`config.mk`:
```
export PLATFORM = sky130hd
export DESIGN_NAME = mux_bus_slave
export DESIGN_NICKNAME = d
export VERILOG_FILES = /design/src/rtl/mbs_pkg.sv /design/src/rtl/mbs_sync.sv /design/src/rtl/mbs_edge.sv /design/src/rtl/mbs_addr_latch.sv /design/src/rtl/mbs_xfer_ctrl.sv /design/src/rtl/mux_bus_slave.sv
export SDC_FILE = /design/constraint.sdc
export NUM_CORES = 1
export LEC_CHECK = 0
export BUFFER_PORTS_ARGS = -buffer_cell sky130_fd_sc_hd__buf_2
export CAP_MARGIN = 40
export CORE_ASPECT_RATIO = 1.1
export CORE_UTILIZATION = 50
export DETAILED_ROUTE_END_ITERATION = 16
export PLACE_DENSITY = 0.85
export SETUP_SLACK_MARGIN = 0.15
export SYNTH_ARGS = -nofsm -noshare
export SYNTH_HDL_FRONTEND = slang
export SYNTH_SLANG_ARGS = --single-unit
```
`constraint.sdc`:
```
create_clock -name clk -period 2.7 [get_ports clk]
set_clock_uncertainty 0.05 [all_clocks]
set_input_delay 0.27 -clock clk [delete_from_list [all_inputs] [get_ports clk]]
set_output_delay 0.27 -clock clk [all_outputs]
set_load 0.01 [all_outputs]
```
`src/rtl/mbs_pkg.sv`:
```
package mbs_pkg;
  localparam int CTL_W = 4;

  typedef struct packed {
    logic ce;
    logic rd_wr;
    logic astb;
    logic dstb;
  } ctl_t;

  // Pin values assumed while the synchronizers are in reset: strobes idle high.
  localparam ctl_t CTL_IDLE = '{ce: 1'b0, rd_wr: 1'b1, astb: 1'b1, dstb: 1'b1};
endpackage

```
`src/rtl/mbs_sync.sv`:
```
module mbs_sync #(
  parameter int          W       = 1,
  parameter int          STAGES  = 2,
  parameter logic [W-1:0] RST_VAL = '0
) (
  input  logic         clk,
  input  logic         rst,
  input  logic [W-1:0] d,
  output logic [W-1:0] q
);
  logic [STAGES-1:0][W-1:0] stg;

  if (STAGES > 1) begin : g_chain
    always_ff @(posedge clk) begin
      if (rst) stg <= {STAGES{RST_VAL}};
      else     stg <= {stg[STAGES-2:0], d};
    end
  end else begin : g_single
    always_ff @(posedge clk) begin
      if (rst) stg <= RST_VAL;
      else     stg <= d;
    end
  end

  assign q = stg[STAGES-1];
endmodule

```
`src/rtl/mbs_edge.sv`:
```
module mbs_edge #(
  parameter int           W       = 1,
  parameter logic [W-1:0] RST_VAL = '0
) (
  input  logic         clk,
  input  logic         rst,
  input  logic [W-1:0] sig,
  output logic [W-1:0] rise,
  output logic [W-1:0] fall
);
  logic [W-1:0] prev;

  always_ff @(posedge clk) begin
    if (rst) prev <= RST_VAL;
    else     prev <= sig;
  end

  assign rise = sig & ~prev;
  assign fall = ~sig & prev;
endmodule

```
`src/rtl/mbs_addr_latch.sv`:
```
module mbs_addr_latch #(
  parameter int LO_W = 8,
  parameter int HI_W = 5,
  localparam int AW  = LO_W + HI_W
) (
  input  logic            clk,
  input  logic            rst,
  input  logic            open_win,
  input  logic [LO_W-1:0] lo,
  input  logic [HI_W-1:0] hi,
  output logic [AW-1:0]   addr
);
  always_ff @(posedge clk) begin
    if (rst)           addr <= '0;
    else if (open_win) addr <= {hi, lo};
  end
endmodule

```
`src/rtl/mbs_xfer_ctrl.sv`:
```
module mbs_xfer_ctrl #(
  parameter int DW = 8
) (
  input  logic          clk,
  input  logic          rst,
  input  logic          ce,
  input  logic          rd_wr,
  input  logic          ds_rise,
  input  logic          ds_fall,
  input  logic [DW-1:0] bus,
  input  logic [DW-1:0] rd_data,
  output logic          rd_req,
  output logic          wr_req,
  output logic [DW-1:0] wr_data,
  output logic          oe,
  output logic [DW-1:0] dout
);
  logic rd_go, wr_go, release_now;

  assign rd_go       = ds_fall & ce & rd_wr;
  assign wr_go       = ds_rise & ce & ~rd_wr;
  assign release_now = ds_rise | ~ce;

  always_ff @(posedge clk) begin
    if (rst) begin
      rd_req  <= 1'b0;
      wr_req  <= 1'b0;
      wr_data <= '0;
      oe      <= 1'b0;
      dout    <= '0;
    end else begin
      rd_req <= rd_go;
      wr_req <= wr_go;
      if (wr_go) wr_data <= bus;
      // rd_req doubles as the "data returns now" marker; release has priority
      if (release_now) begin
        oe <= 1'b0;
      end else if (rd_req) begin
        oe   <= 1'b1;
        dout <= rd_data;
      end
    end
  end
endmodule

```
`src/rtl/mux_bus_slave.sv`:
```
module mux_bus_slave
  import mbs_pkg::*;
#(
  parameter int LO_W        = 8,
  parameter int HI_W        = 5,
  parameter int SYNC_STAGES = 2
) (
  input  logic                 clk,
  input  logic                 rst,
  input  logic [LO_W-1:0]      ad_in,
  output logic [LO_W-1:0]      ad_out,
  output logic                 ad_oe,
  input  logic [HI_W-1:0]      addr_hi,
  input  logic                 astb,
  input  logic                 dstb,
  input  logic                 rd_wr,
  input  logic                 ce,
  input  logic [LO_W-1:0]      rd_data,
  output logic                 rd_req,
  output logic                 wr_req,
  output logic [LO_W+HI_W-1:0] req_addr,
  output logic [LO_W-1:0]      wr_data
);
  localparam int SYNC_W = LO_W + HI_W + CTL_W;
  localparam logic [SYNC_W-1:0] SYNC_RST = {{(LO_W+HI_W){1'b0}}, CTL_IDLE};

  ctl_t            ctl_pin, ctl_s;
  logic [LO_W-1:0] bus_s;
  logic [HI_W-1:0] hi_s;
  logic            ds_rise, ds_fall;

  assign ctl_pin = '{ce: ce, rd_wr: rd_wr, astb: astb, dstb: dstb};

  mbs_sync #(.W(SYNC_W), .STAGES(SYNC_STAGES), .RST_VAL(SYNC_RST)) u_sync (
    .clk(clk), .rst(rst),
    .d({ad_in, addr_hi, ctl_pin}),
    .q({bus_s, hi_s, ctl_s})
  );

  mbs_edge #(.W(1), .RST_VAL(1'b1)) u_ds_edge (
    .clk(clk), .rst(rst), .sig(ctl_s.dstb), .rise(ds_rise), .fall(ds_fall)
  );

  mbs_addr_latch #(.LO_W(LO_W), .HI_W(HI_W)) u_alatch (
    .clk(clk), .rst(rst), .open_win(~ctl_s.astb),
    .lo(bus_s), .hi(hi_s), .addr(req_addr)
  );

  mbs_xfer_ctrl #(.DW(LO_W)) u_xfer (
    .clk(clk), .rst(rst), .ce(ctl_s.ce), .rd_wr(ctl_s.rd_wr),
    .ds_rise(ds_rise), .ds_fall(ds_fall), .bus(bus_s), .rd_data(rd_data),
    .rd_req(rd_req), .wr_req(wr_req), .wr_data(wr_data),
    .oe(ad_oe), .dout(ad_out)
  );
endmodule

```
* Word-level counts from Yosys, hierarchy flattened
Index checks and enable logic that the tools add are counted.
** Word-level totals
- Output and inout port bits :: 32
- Flip-flop bits (word level) :: 67
- Input port bits :: 27
** Operators by class
- Reductions and logical operators :: 2
- Bitwise logic cells :: 12
** Operators with widths (count)
- $and 1x1->1 :: 6
- $not 1->1 :: 5
- $reduce_and 2->1 :: 1
- $reduce_or 2->1 :: 1
- $or 1x1->1 :: 1

* Depth between registers and ports, before layout
- Depth in word-level cells :: 5
- Mapped depth :: 4
- Depth with buffers taken out :: 3

* By module
Synthesis repeated with hierarchy kept, for this count alone.
** Second synthesis, totals
- Cell total of the unflattened synthesis :: 213
- Area total of the unflattened synthesis :: 2386.0 sq um
** By module, submodules not included
- mbs_sync :: cells an instance 88, times used 1, seq. area each 680.7 sq um, area an instance 1042.2 sq um
- mbs_xfer_ctrl :: cells an instance 78, times used 1, seq. area each 380.4 sq um, area an instance 825.8 sq um
- mbs_addr_latch :: cells an instance 42, times used 1, seq. area each 260.2 sq um, area an instance 474.2 sq um
- mbs_edge :: cells an instance 4, times used 1, seq. area each 20.0 sq um, area an instance 40.0 sq um
- mux_bus_slave :: cells an instance 1, times used 1, seq. area each 0.0 sq um, area an instance 3.8 sq um

* Worst setup path after synthesis
OpenSTA, ideal clock, no wires.
- Path kind :: input-to-reg
- From :: in rst
- To :: reg u_ds_edge.prev
- Stages :: 3
- Arrival time :: 847 ps
- Data required time :: 2527 ps
- Setup slack :: 1680 ps
- Path through :: buf_2 clkbuf_1 or2_2
** RTL lines
- start: declaration :: line mux_bus_slave.sv:9 : input logic rst,
- end signal: assignment :: line mbs_edge.sv:15 : else prev <= sig;
- end: declaration :: line mbs_edge.sv:11 : logic [W-1:0] prev;
No word-level cell between the ends.

* Worst setup path after layout
- From :: reg u_ds_edge.prev
- To :: reg u_xfer.dout[0]
** On the way
- Longest elaborated chain between the ends :: 5
** Ends and longest elaborated chain
- $not 1->1 :: line mbs_edge.sv:18 : assign rise = sig & ~prev;
- $and 1x1->1 :: line mbs_edge.sv:18
- $or 1x1->1 :: line mbs_xfer_ctrl.sv:22 : assign release_now = ds_rise | ~ce;
- $not 1->1 (no line)
- $reduce_and 2->1 (no line)
- end signal: assignment :: line mbs_xfer_ctrl.sv:40 : dout <= rd_data;
- end: declaration :: line mbs_xfer_ctrl.sv:16 : output logic [DW-1:0] dout
No other way between the ends.
A chain may end at the register's enable or synchronous reset.

==> out/qor.txt <==
Number of synthesized flops with an enable pin - 0
DRT iter0 DRCs - 45
Startpoint Class - flip-flop
Area leader, netlist - dfxtp_1
Clk Tree Root Cell - clkbuf_8
Die W - 64.6 um
Synth Register Bits - 67
DR vias - 1430
Final Hold Viols - 0
Mapped Avg Cell Area - 10.8 um2
TNS Setup - 0 ns
Clock latency on the worst-skew pair - 0.32 ns
P_leak - 1.24 nW
Crit path buffers/inverters - 0
Area contributors post-synth - dfxtp_1 62%, mux2i_1 9.7%, nor2b_1 8.1%
Int Pwr - 1.53 mW
Worst-path fanout max - 8
Sequential area share after synthesis - 0.622
I/O pin count - 59
DRC - 0
Worst setup EP type - flip-flop
Post-cts gate resize count - 0
Clk sink count - 67
Maximum buffer depth of the clock tree - 2
Vias in the first global route - 1347
Antenna cells - 0
Ys Warns - 0
Clock share of power - 0.421
Status - finished, final reports clean
Placer congestion estimate - 0.756
Antenna Nets Post-Route - 0
Initial Util - 0.532
Power, Total - 1.89 mW
Synth top area share - 0.622
Routed vias/inst - 4.58
Final setup vio count - 0
Max Slew Vio Count - 0
Maxcap violations - 0
GRT overflow - 0
Top cells by count, synth - 67 x dfxtp_1, 28 x nor2b_1, 21 x mux2i_1
Hold WC Path Type - in -> reg
Final WL - 3380 um
Post-synth top flop - dfxtp_1
Dpl hpwl - 2290 um
FILL cells - 346
Largest net degree at the start of global routing - 51
Slew margin rel. - 0.504
Syn Inst Count - 199
Num CTS Buffers - 9
Critical Setup Path Class - reg -> reg
RSZ-0062 raised after global routing - no
Worst path slowest cell - and3_1
Height of the die - 70.9 um
GRT Util Overall - 0.164
Setup Buffers After CTS - 0
Net Switching - 0.367 mW
Htree depth - 3
Peak supply drop - 0.349 mV
Worst-Margin Slew - 0.743 ns
Layout area overhead - 23.1%
FMAX - 0.765 GHz
Kind of cell adding the most delay to the critical path - simple AND/OR/NAND/NOR gates
Min Tclk post-route - 1.31 ns
Die area - 4580 um2
Asr flop ratio synth - 0
CTS clk-pin slew, worst paths - 0.06 ns
Slowest stage delay, CP - 0.46 ns
Worst-path cell chain - nand2b_1, and3_1, mux2i_1
First-pass GRT wire length - 5550 um
Sequential Power Share - 0.543
Crit share post-route - 0.484
Rows - 24
Count leader, synth - dfxtp_1
Mapped Nets - 226
Initial antenna violation count - 0
Combinational Power Share - 0.037
Synth unique cells - 18
Power Dens Cells - 713 nW/um2
Post-cts hold buffer count - 0
Wire per inst - 10.8 um
CORE AREA - 4050 um2
First-pass DRT Iterations - 4
Post-synth design cell area - 2160 um2
Switching power share of the total - 0.194
Share of cells above drive strength 1 - 0.308
CTS tree - yes
Crit path required time - 2.90 ns
# nets final - 283
# port buffers - 58
Crit path DAT - 1.51 ns
layer usage:
layer	GRT usage	up-vias	share of wire
li1	-	743	-
met1	0.175	641	0.43
met2	0.273	38	0.49
met3	0.0435	8	0.046
met4	0.126	0	0.028
met5	0	-	0
power by group through the flow:
stage / registers (mW) / clock network (mW) / logic, mW
6_report: 1.03 / 0.797 / 0.0696
3_3_place_gp: 1.05 / 0 / 0.0659
3_5_place_dp: 1.05 / 0 / 0.0706
4_1_cts: 1.03 / 0.818 / 0.0711
5_1_grt: 1.03 / 0.854 / 0.0781
2_1_floorplan: 1.04 / 0 / 0.0470
metrics by stage:
stage                      util  hold WS, ns  setup WS (ns)  cells  area [um2]
final                     0.655       0.0797           1.39    312        2660
after global routing      0.655       0.0789           1.28    312        2660
after CTS                 0.655       0.0649           1.37    312        2660
after detailed placement  0.607        0.347           1.39    297        2460
after global placement    0.602        0.343           1.16    296        2440
after floorplan               -        0.324           1.68    199        2160
worst register-to-register path: stages, from the launching register on:
cell	delay, ns
dfxtp_1	0.35
nand2b_1	0.14
and3_1	0.46
mux2i_1	0.24
cell usage in the layout (no fill, tap or decap):
cell type / n
nor3b_1: 1
nand4bb_1: 1
nand2b_1: 18
dfxtp_1: 67
nand2_1: 17
clkbuf_8: 11
nor2_1: 15
or2_2: 7
bufinv_16: 1
and3_1: 1
a21oi_1: 8
nor3_1: 1
buf_12: 1
mux2i_1: 21
nor2b_1: 28
buf_2: 58
and4bb_2: 1
clkinv_2: 1
clkbuf_1: 2
registers in the layout, summed over array words and instances (netlist names):
signal	cells
u_xfer.wr_data	8
u_sync.q	17
u_xfer.wr_req	1
u_sync.stg	17
u_xfer.oe	1
u_xfer.rd_req	1
u_alatch.addr	13
u_ds_edge.prev	1
u_xfer.dout	8
layout make-up:
type                            instances  area, um2  area share
Clock buffer                           13        159      0.0598
Clock inverter                          2       35.0      0.0132
Multi-Input combinational cell        119        744       0.280
Sequential cell                        67       1340       0.505
Tap cell                               52       65.1      0.0245
Timing Repair Buffer                   59        310       0.117
cells by family (layout without fill, tap and decap cells):
family	count (synthesis)	in the layout	share of synthesized area
AOI/OAI and AO/OA	8	8	0.0186
and+or+nand+nor	90	90	0.229
muxes	21	21	0.0974
buffers and inverters	13	74	0.0331
DFF	67	67	0.622
final timing paths:
| path | startpoint | to | slack (ns) | cells after the start |
|---|---|---|---|---|
| hold / removal | astb | u_sync.stg[1] | 0.08 | 2 |
| hold reg to reg | u_sync.stg[2] | u_sync.q[2] | 0.36 | 1 |
| setup / recovery | u_ds_edge.prev | u_xfer.dout[0] | 1.39 | 3 |
| setup reg to reg | u_ds_edge.prev | u_xfer.dout[0] | 1.39 | 3 |
No activity file was read; power rests on OpenSTA's default activity.
